$ cat config.mk
export PLATFORM = sky130hd
export DESIGN_NAME = dac_frame_pacer
export DESIGN_NICKNAME = d
export VERILOG_FILES = /design/src/rtl/dfp_pkg.sv /design/src/rtl/dfp_timer.sv /design/src/rtl/dfp_sample_hold.sv /design/src/rtl/dfp_serializer.sv /design/src/rtl/dac_frame_pacer.sv
export SDC_FILE = /design/constraint.sdc
export NUM_CORES = 1
export LEC_CHECK = 0
export BUFFER_PORTS_ARGS = -buffer_cell sky130_fd_sc_hd__clkbuf_2
export CAP_MARGIN = 20
export CORE_UTILIZATION = 55
export CTS_CLUSTER_DIAMETER = 100
export CTS_CLUSTER_SIZE = 40
export DETAILED_ROUTE_END_ITERATION = 12
export GPL_TIMING_DRIVEN = 0
export HOLD_SLACK_MARGIN = 0.06
export PLACE_DENSITY = 0.78
export SLEW_MARGIN = 40
export SYNTH_ARGS = -nofsm -noshare
export SYNTH_HDL_FRONTEND = slang
export SYNTH_SLANG_ARGS = --single-unit
$ cat constraint.sdc
create_clock -name clk -period 7.68 [get_ports clk]
set_input_delay 0.384 -clock clk [delete_from_list [all_inputs] [get_ports clk]]
set_output_delay 0.384 -clock clk [all_outputs]
set_load 0.02 [all_outputs]
$ cat src/rtl/dfp_pkg.sv
package dfp_pkg;

  typedef enum logic [1:0] {
    SQ_IDLE  = 2'd0,
    SQ_SHIFT = 2'd1,
    SQ_GAP   = 2'd2,
    SQ_LOAD  = 2'd3
  } seq_state_t;

  // Clocks one frame occupies: word bits plus gap plus load, two halves each,
  // plus one cycle so the sequencer is idle again at the next tick.
  function automatic int unsigned busy_cycles(input int unsigned half_m1,
                                              input int unsigned word_w);
    return 2 * (word_w + 2) * (half_m1 + 1) + 1;
  endfunction

  function automatic int unsigned eff_period(input int unsigned per,
                                             input int unsigned half_m1,
                                             input int unsigned word_w);
    int unsigned floor_v;
    floor_v = busy_cycles(half_m1, word_w);
    return (per >= floor_v) ? per : floor_v;
  endfunction

endpackage

$ cat src/rtl/dfp_timer.sv
module dfp_timer #(
  parameter int PER_W = 16,
  parameter int DIV_W = 8,
  parameter int W     = 16
) (
  input  logic             clk,
  input  logic             rst_n,
  input  logic [PER_W-1:0] period_i,
  input  logic [DIV_W-1:0] div_i,
  output logic             tick_o
);
  import dfp_pkg::*;

  localparam int CNT_W = PER_W + 1;

  logic [CNT_W-1:0] cnt_q;
  int unsigned      limit;

  always_comb begin
    limit  = eff_period(32'(period_i), 32'(div_i), W) - 1;
    tick_o = (32'(cnt_q) >= limit);
  end

  always_ff @(posedge clk or negedge rst_n) begin
    if (!rst_n)      cnt_q <= '0;
    else if (tick_o) cnt_q <= '0;
    else             cnt_q <= cnt_q + 1'b1;
  end
endmodule

$ cat src/rtl/dfp_sample_hold.sv
module dfp_sample_hold #(
  parameter int W = 16
) (
  input  logic         clk,
  input  logic         rst_n,
  input  logic         accept_i,
  input  logic         valid_i,
  input  logic [W-1:0] data_i,
  output logic [W-1:0] word_o,
  output logic         underrun_o
);
  logic [W-1:0] held_q;

  assign word_o = valid_i ? data_i : held_q;

  always_ff @(posedge clk or negedge rst_n) begin
    if (!rst_n) begin
      held_q     <= '0;
      underrun_o <= 1'b0;
    end else if (accept_i) begin
      held_q     <= word_o;
      underrun_o <= ~valid_i;
    end
  end
endmodule

$ cat src/rtl/dfp_serializer.sv
module dfp_serializer #(
  parameter int W     = 16,
  parameter int DIV_W = 8
) (
  input  logic             clk,
  input  logic             rst_n,
  input  logic             start_i,
  input  logic [W-1:0]     word_i,
  input  logic [DIV_W-1:0] div_i,
  output logic             busy_o,
  output logic [DIV_W-1:0] div_act_o,
  output logic             frame_n_o,
  output logic             bclk_o,
  output logic             sdata_o,
  output logic             load_o
);
  import dfp_pkg::*;

  localparam int BIT_W = $clog2(W);
  localparam logic [BIT_W-1:0] LAST_BIT = BIT_W'(W - 1);

  seq_state_t       st_q;
  logic [DIV_W-1:0] hc_q;
  logic             half_q;
  logic [BIT_W-1:0] bit_q;
  logic [W-1:0]     sh_q;
  logic             half_end;

  assign half_end  = (hc_q == div_act_o);
  assign busy_o    = (st_q != SQ_IDLE);

  always_ff @(posedge clk or negedge rst_n) begin
    if (!rst_n) begin
      st_q      <= SQ_IDLE;
      hc_q      <= '0;
      half_q    <= 1'b0;
      bit_q     <= '0;
      sh_q      <= '0;
      div_act_o <= '0;
      frame_n_o <= 1'b1;
      bclk_o    <= 1'b0;
      sdata_o   <= 1'b0;
      load_o    <= 1'b0;
    end else begin
      case (st_q)
        SQ_IDLE: begin
          if (start_i) begin
            div_act_o <= div_i;
            sh_q      <= {word_i[W-2:0], 1'b0};
            sdata_o   <= word_i[W-1];
            bclk_o    <= 1'b1;
            frame_n_o <= 1'b0;
            hc_q      <= '0;
            half_q    <= 1'b0;
            bit_q     <= '0;
            st_q      <= SQ_SHIFT;
          end
        end
        SQ_SHIFT: begin
          if (half_end) begin
            hc_q <= '0;
            if (!half_q) begin
              half_q <= 1'b1;
              bclk_o <= 1'b0;
            end else begin
              half_q <= 1'b0;
              if (bit_q == LAST_BIT) begin
                frame_n_o <= 1'b1;
                st_q      <= SQ_GAP;
              end else begin
                bit_q   <= bit_q + 1'b1;
                bclk_o  <= 1'b1;
                sdata_o <= sh_q[W-1];
                sh_q    <= {sh_q[W-2:0], 1'b0};
              end
            end
          end else begin
            hc_q <= hc_q + 1'b1;
          end
        end
        SQ_GAP, SQ_LOAD: begin
          if (half_end) begin
            hc_q   <= '0;
            half_q <= ~half_q;
            if (half_q) begin
              if (st_q == SQ_GAP) begin
                load_o <= 1'b1;
                st_q   <= SQ_LOAD;
              end else begin
                load_o <= 1'b0;
                st_q   <= SQ_IDLE;
              end
            end
          end else begin
            hc_q <= hc_q + 1'b1;
          end
        end
        default: st_q <= SQ_IDLE;
      endcase
    end
  end
endmodule

$ cat src/rtl/dac_frame_pacer.sv
module dac_frame_pacer #(
  parameter int W     = 16,
  parameter int PER_W = 16,
  parameter int DIV_W = 8
) (
  input  logic             clk,
  input  logic             rst_n,
  input  logic [PER_W-1:0] period_i,
  input  logic [DIV_W-1:0] bdiv_i,
  input  logic [W-1:0]     smp_data_i,
  input  logic             smp_valid_i,
  output logic             smp_ready_o,
  output logic             frame_n_o,
  output logic             bclk_o,
  output logic             csel_o,
  output logic             sdata_o,
  output logic             load_o,
  output logic             msb_first_o,
  output logic             underrun_o
);
  logic             tick_w;
  logic             busy_w;
  logic             accept_w;
  logic [W-1:0]     word_w;
  logic [DIV_W-1:0] div_act_w;

  assign accept_w    = tick_w & ~busy_w;
  assign smp_ready_o = accept_w;
  assign csel_o      = ~bclk_o;
  assign msb_first_o = 1'b1;

  dfp_timer #(.PER_W(PER_W), .DIV_W(DIV_W), .W(W)) u_timer (
    .clk      (clk),
    .rst_n    (rst_n),
    .period_i (period_i),
    .div_i    (bdiv_i),
    .tick_o   (tick_w)
  );

  dfp_sample_hold #(.W(W)) u_hold (
    .clk        (clk),
    .rst_n      (rst_n),
    .accept_i   (accept_w),
    .valid_i    (smp_valid_i),
    .data_i     (smp_data_i),
    .word_o     (word_w),
    .underrun_o (underrun_o)
  );

  dfp_serializer #(.W(W), .DIV_W(DIV_W)) u_ser (
    .clk       (clk),
    .rst_n     (rst_n),
    .start_i   (accept_w),
    .word_i    (word_w),
    .div_i     (bdiv_i),
    .busy_o    (busy_w),
    .div_act_o (div_act_w),
    .frame_n_o (frame_n_o),
    .bclk_o    (bclk_o),
    .sdata_o   (sdata_o),
    .load_o    (load_o)
  );
endmodule

* Yosys cells after proc, flatten, opt, wreduce, memory -nomap -nowiden
Index checks and enable logic that the tools add are counted.
** Storage, ports and cells
- Register bits after elaboration :: 77
- Bits in latches :: 0
- Bits in writable memories :: 0
- Memory bits (read-only) :: 0
- Bits of input ports :: 43
- Output and inout port bits :: 8
- Word-level logic and storage cells :: 96
- Memories :: 0
** Operators by class
- Add/sub/neg operators :: 6
- $mul :: 1
- Div/mod/pow operators :: 0
- Order comparisons :: 2
- Eq/ne operators :: 13
- Shift operators :: 0
- Muxes and demuxes :: 44
- Bitwise operators :: 5
- Reduce and logical (&&, ||, !) cells :: 12
** Operators with widths (count)
- 16-bit 2-to-1 mux :: 5
- 32-bit by 1-bit adder with 32-bit output, second input constant :: 1
- 16-bit by 32-bit greater-or-equal comparator with 1-bit output :: 1
- 17-bit by 32-bit greater-or-equal comparator with 1-bit output :: 1
- 4-bit by 32-bit multiplier with 30-bit output, first input constant :: 1
- 32-bit 2-to-1 mux :: 1
- 16-bit one-hot mux with 2 select lines :: 1
- 32-bit by 1-bit subtractor with 32-bit output, second input constant :: 1
- 17-bit by 1-bit adder with 17-bit output, second input constant :: 1
- 17-bit 2-to-1 mux :: 1
- 1-bit 2-to-1 mux :: 16
- 4-bit 2-to-1 mux :: 4
- 8-bit 2-to-1 mux :: 2
- 8-bit one-hot mux with 2 select lines :: 1
- 2-bit 2-to-1 mux :: 7
- 2-bit by 1-bit inequality test with 1-bit output, second input constant :: 5
- 5-bit AND reduction :: 2
- 8-bit by 1-bit adder with 9-bit output, second input constant :: 1
- 8-bit by 1-bit adder with 8-bit output, second input constant :: 1
- 8-bit equality test :: 1
- 4-bit one-hot mux with 2 select lines :: 1
- 1-bit one-hot mux with 2 select lines :: 3
- 2-bit one-hot mux with 3 select lines :: 1
- 3-bit AND reduction :: 2
- other kinds (16) :: 22

* Depth between registers and ports, before layout
- Word-level depth :: 10
- Depth in mapped cells :: 41
- Depth with buffers taken out :: 38

* Cells and area by module
From an unflattened synthesis, not the netlist that was laid out.
** Unflattened totals
- Cells, all modules :: 572
- Area, all modules :: 5741.8 um2
** Modules (own cells, without submodules)
- dfp_timer :: instances 1, cells an instance 320, area an instance 2571.2 um2, sequential area each 425.4 um2
- dfp_serializer :: instances 1, cells an instance 193, area an instance 2265.9 um2, sequential area each 1052.3 um2
- dfp_sample_hold :: instances 1, cells an instance 55, area an instance 875.8 um2, sequential area each 425.4 um2
- dac_frame_pacer :: instances 1, cells an instance 4, area an instance 28.8 um2, sequential area each 0.0 um2

* Worst setup path after synthesis
Ideal clock, no wire load.
- Path type :: input to register
- From :: input port bdiv_i[0]
- To :: register u_ser.sdata_o
- Setup time :: 0.127 ns
- Data arrival time :: 8.235 ns
- Data required time :: 7.553 ns
- Slack :: -0.682 ns
- Stages on the path :: 38
- Buffers on the path :: 3
- Path through :: ha_1 and4_1 and2_1 and3_1 buf_2 ha_1 ha_1 a21oi_1 xnor2_1 ha_1 nand2_1 a2111oi_2 nor3_1 o31ai_4 o22a_1 nor2_1 clkbuf_1 nor2_1 [2 not listed] or3_1 nor3_1 nand4_1 o21a_1 or4_1 xnor2_1 mux2i_1 ha_1 a21o_1 a21o_1 a21oi_1 o21ai_0 a21oi_1 o22ai_1 a41oi_1 nand2_2 buf_6 mux2_1
** On the way
- Word-level cells in the longest chain between the ends :: 10
** RTL lines
- start: declaration :: RTL line dac_frame_pacer.sv:9 : input logic [DIV_W-1:0] bdiv_i,
- 8-bit by 1-bit adder with 9-bit output * :: RTL line dfp_pkg.sv:14 : return 2 * (word_w + 2) * (half_m1 + 1) + 1;
- 4-bit by 32-bit multiplier with 30-bit output * :: RTL line dfp_pkg.sv:14
- 32-bit by 1-bit adder with 32-bit output * :: RTL line dfp_pkg.sv:14
- 16-bit by 32-bit greater-or-equal comparator with 1-bit output :: RTL line dfp_pkg.sv:22 : return (per >= floor_v) ? per : floor_v;
- 32-bit 2-to-1 mux * :: RTL line dfp_pkg.sv:22
- 32-bit by 1-bit subtractor with 32-bit output * :: RTL line dfp_timer.sv:20 : limit = eff_period(32'(period_i), 32'(div_i), W) - 1;
- 17-bit by 32-bit greater-or-equal comparator with 1-bit output * :: RTL line dfp_timer.sv:21 : tick_o = (32'(cnt_q) >= limit);
- 1-bit AND * :: RTL line dac_frame_pacer.sv:27 : assign accept_w = tick_w & ~busy_w;
- 2-bit inequality test (no source line) *
- 5-bit AND reduction (no source line) *
- end signal: assignment :: RTL line dfp_serializer.sv:50 : sdata_o <= word_i[W-1];
- end signal: assignment :: RTL line dfp_serializer.sv:73 : sdata_o <= sh_q[W-1];
- end: declaration :: RTL line dfp_serializer.sv:14 : output logic sdata_o,
Mark *: on every way between the ends. The rest lies on a longest branch, timed or not.
A chain may end at the register's enable or synchronous reset.

* Worst setup path in the final report
- From :: input port bdiv_i[2]
- To :: register u_ser.sh_q[11]
** On the way
- Word-level cells in the longest chain between the ends :: 10
** RTL lines
- 8-bit by 1-bit adder with 9-bit output * :: RTL line dfp_pkg.sv:14
- 4-bit by 32-bit multiplier with 30-bit output * :: RTL line dfp_pkg.sv:14
- 32-bit by 1-bit adder with 32-bit output * :: RTL line dfp_pkg.sv:14
- 16-bit by 32-bit greater-or-equal comparator with 1-bit output :: RTL line dfp_pkg.sv:22
- 32-bit 2-to-1 mux * :: RTL line dfp_pkg.sv:22
- 32-bit by 1-bit subtractor with 32-bit output * :: RTL line dfp_timer.sv:20
- 17-bit by 32-bit greater-or-equal comparator with 1-bit output * :: RTL line dfp_timer.sv:21
- 1-bit AND * :: RTL line dac_frame_pacer.sv:27
- 2-bit inequality test (no source line) *
- 5-bit AND reduction (no source line) *
- end signal: assignment :: RTL line dfp_serializer.sv:49 : sh_q <= {word_i[W-2:0], 1'b0};
- end signal: assignment :: RTL line dfp_serializer.sv:74 : sh_q <= {sh_q[W-2:0], 1'b0};
- end: declaration :: RTL line dfp_serializer.sv:26 : logic [W-1:0] sh_q;
Marks and branches as above.

==> results.json <==
{
  "status": "finished clean",
  "synthesis.nets": 697,
  "antenna-diode-count": 0,
  "clock_power_share": 0.202,
  "clock-root-buffer": "clkbuf_8",
  "synth_area_um2": 5604,
  "crit_path_start": "bdiv_i[2]",
  "fin_cells": 835,
  "synth_compound_area_frac": 0.1587,
  "crit_type": "input port to flip-flop",
  "hp-class": "input port to flip-flop",
  "cts.path.max_buffers": 2,
  "dieWidth_um": 102.9,
  "critPathCaptureType": "flip-flop",
  "fill_cells": 763,
  "numClockSinks": 76,
  "grt_pass1_vias": 4733,
  "synthTopCellsByArea": "dfrtp_1 33%, ha_1 11%, xnor2_1 5.0%, o21ai_0 4.7%, nand2_1 4.0%",
  "drcViolationCount": 0,
  "post_route_cells_drive_above_1_share": 0.2920,
  "tightest_slew_ns": 0.6747,
  "wl_um": 13990,
  "ys_async_sr_fraction": 1.000,
  "p_leak_nw": 3.253,
  "dieHeight_um": 102.9,
  "grt_max_degree": 50,
  "viasPerCell": 5.786,
  "max-slew-margin-rel": 0.5502,
  "synth_flop_cell": "dfrtp_1",
  "cts_tree": "yes",
  "core_area_um2": 9819,
  "clock_skew_ns": 0.01106,
  "synth_top_area_cell": "dfrtp_1",
  "num_rows": 36,
  "htreeDepth": 3,
  "io_pins": 51,
  "start_util": 0.5707,
  "synth.mux.area_fraction": 0.09600,
  "ys_ff_latch": 76,
  "drtIter0Drc": 236,
  "fmax_mhz": 132.3,
  "synth.yosys.seq_area_share": 0.3396,
  "cp.required_ns": 7.92,
  "synth_cell_types": 67,
  "synth_most_common_cell": "dfrtp_1",
  "period_share": 0.9846,
  "reg2regPathDepth": 13,
  "syn_avg_cell_area_um2": 9.278,
  "r2r-start": "u_timer.cnt_q[0]",
  "p_sw_w": 0.0005879,
  "r2r-end": "u_ser.st_q[1]",
  "area_delta_synth_final_pct": 25.03,
  "hpwl_um": 9792,
  "ys_warn_count": 0,
  "powerDensity_nw_per_um2": 215.9,
  "worst-path-buf-inv": 3,
  "antenna_found_initial": 0,
  "setup_violations": 0,
  "internal-power_w": 0.0009252,
  "cpMaxStageDelayCell": "or4_4",
  "numCtsBuffers": 9,
  "wl_per_cell_um": 16.75,
  "clk_pin_slew_ns": 0.08,
  "placed_cells": 786,
  "port_buffers": 48,
  "cp_common_cell": "a21o_1",
  "ant_nets": 0,
  "critical_path_depth": 38,
  "critPathArrivalTime_ns": 7.80,
  "slew_viol_final": 0,
  "post-route-min-period_ns": 7.561,
  "p_sw_frac": 0.3885,
  "cap_violations": 0,
  "synth_top_cells_by_count": "75 x dfrtp_1, 60 x nand2_1, 53 x nor2_1, 53 x o21ai_0, 49 x ha_1",
  "rsz0062_at_grt": "true",
  "crit_path_start_kind": "input port",
  "crit_fanout": 10,
  "globalRouteTotalUtil": 0.2772,
  "crit_family": "simple AND/OR/NAND/NOR gates",
  "grt_overflow": 0,
  "dpl_cell_area_um2": 6163,
  "hold_viol": 0,
  "fin_nets": 790,
  "ir_drop_mv": 0.1019,
  "combPwrFrac": 0.432,
  "yosysTopAreaCellShare": 0.3349,
  "synth-adder-area-share": 0.1130,
  "routabilityCongestion": 0.8802,
  "synth_xor_area_frac": 0.07971,
  "synth_cells": 604,
  "synth_simple_gate_area_frac": 0.1786,
  "final_cell_area_um2": 7007,
  "worstSetupEndpoint": "u_ser.sh_q[11]",
  "insertion_delay_ns": 0.36,
  "vias": 4831,
  "die_area_um2": 10600,
  "r2r_slack_ns": 4.19,
  "drt-pass1-iter-count": 5,
  "synth_edf_count": 0,
  "grt_pass1_wl_um": 22480,
  "pwr-share-seq": 0.366,
  "utilization": 0.7136,
  "fin_setup_tns_ns": 0,
  "critical-path-max-stage-delay_ns": 0.43,
  "synth_top_family_by_area": "simple AND/OR/NAND/NOR gates"
}
how the worst min path moves through the flow:
stage | from | to | slack, ns | depth (start not counted)
detailed placement | rst_n | u_hold.held_q[14] | 0.29 | 1
global route | smp_data_i[3] | u_hold.held_q[3] | 0.25 | 2
finish | smp_data_i[3] | u_hold.held_q[3] | 0.27 | 2
CTS | smp_data_i[3] | u_hold.held_q[3] | 0.26 | 2
global placement | u_hold.held_q[5] | u_hold.held_q[5] | 0.46 | 2
floorplan | rst_n | u_hold.held_q[0] | 0.09 | 0
sequential cells by signal, indices dropped and copies added (netlist names):
register,count
u_timer.cnt_q,17
u_hold.held_q,16
u_ser.sh_q,15
u_ser.div_act_o,8
u_ser.hc_q,8
u_ser.bit_q,4
u_ser.st_q,2
u_hold.underrun_o,1
u_ser.bclk_o,1
u_ser.frame_n_o,1
u_ser.half_q,1
u_ser.load_o,1
u_ser.sdata_o,1
kinds of logic (layout without fill, tap and decap cells):
kind of cell | Yosys count | count (layout)
flops | 76 | 76
compound gates | 133 | 133
fa+ha+maj | 50 | 50
simple gates | 205 | 205
xor+xnor | 51 | 51
buf+inv | 40 | 138
mux | 48 | 48
other cells | 1 | 1
routing by layer:
layer / GRT usage / part of all wire / vias to the layer above
li1: - / - / 2340
met3: 0.04678 / 0.049 / 33
met4: 0.1083 / 0.028 / 0
met5: 0 / 0 / -
met1: 0.3595 / 0.43 / 2292
met2: 0.4631 / 0.49 / 166
final cells by class:
class	count	area, um^2	share of cell area
sequential	76	1903	0.2716
timing repair buffer	85	610.6	0.08714
inverter	20	77.57	0.01107
clock buffer	10	127.6	0.01821
multi-input combinational	488	3950	0.5638
tap	133	166.4	0.02375
clock inverter	6	63.81	0.009107
buffer	17	107.6	0.01536
power groups by stage:
stage / Clock (W) / Sequential [W] / Combinational (W)
2_1_floorplan: 0 / 0.000552 / 0.000422
3_3_place_gp: 0 / 0.000555 / 0.000547
3_5_place_dp: 0 / 0.000560 / 0.000574
4_1_cts: 0.000310 / 0.000553 / 0.000627
5_1_grt: 0.000328 / 0.000567 / 0.000726
6_report: 0.000306 / 0.000554 / 0.000653
timing repair:
item	4_1_cts	5_1_grt
cloned	0	0
pin swaps	40	36
endpoints found under the hold margin	26	0
setup buffers	32	4
endpoints found under the setup margin	76	76
hold buffers	1	0
gates resized for setup	51	34
through the flow:
stage / setup slack (ns) / power, W / hold slack (ns)
after floorplan: 0.04060 / 0.0009739 / 0.08841
after global placement: -1.079 / 0.001102 / 0.4605
after detailed placement: -1.244 / 0.001134 / 0.2897
after CTS: -0.1116 / 0.001490 / 0.2620
after global routing: -0.1321 / 0.001621 / 0.2530
final: 0.1185 / 0.001513 / 0.2738
worst reg2reg max path: stages (launching register included):
cell       delay [ns]
dfrtp_1          0.44
inv_1            0.07
ha_1             0.28
nand2b_1         0.14
a21o_1           0.17
a21o_1           0.16
a21o_1           0.17
a21o_1           0.16
a2111oi_0        0.54
o22ai_2          0.24
buf_4            0.20
and2_4           0.17
o22ai_1          0.28
mux2_1           0.36
cell usage in the layout (no fill, tap or decap), drive strengths merged, types with 3 or more instances in the layout:
cell type	n
a21oi	23
a2111oi	3
and3	12
o22ai	6
inv	21
nor2b	3
a211oi	3
or4	3
xnor2	32
nand2b	7
o21a	3
o211ai	3
and2	4
a21o	14
or2	5
clkbuf	62
ha	49
dfrtp	75
buf	49
nor2	54
nor4	4
xor2	19
nand3	27
o31ai	6
nor3	9
mux2i	20
o21ai	55
nand2	61
a21boi	4
nand4	8
mux2	28
Power figures use the tool's default switching activity.
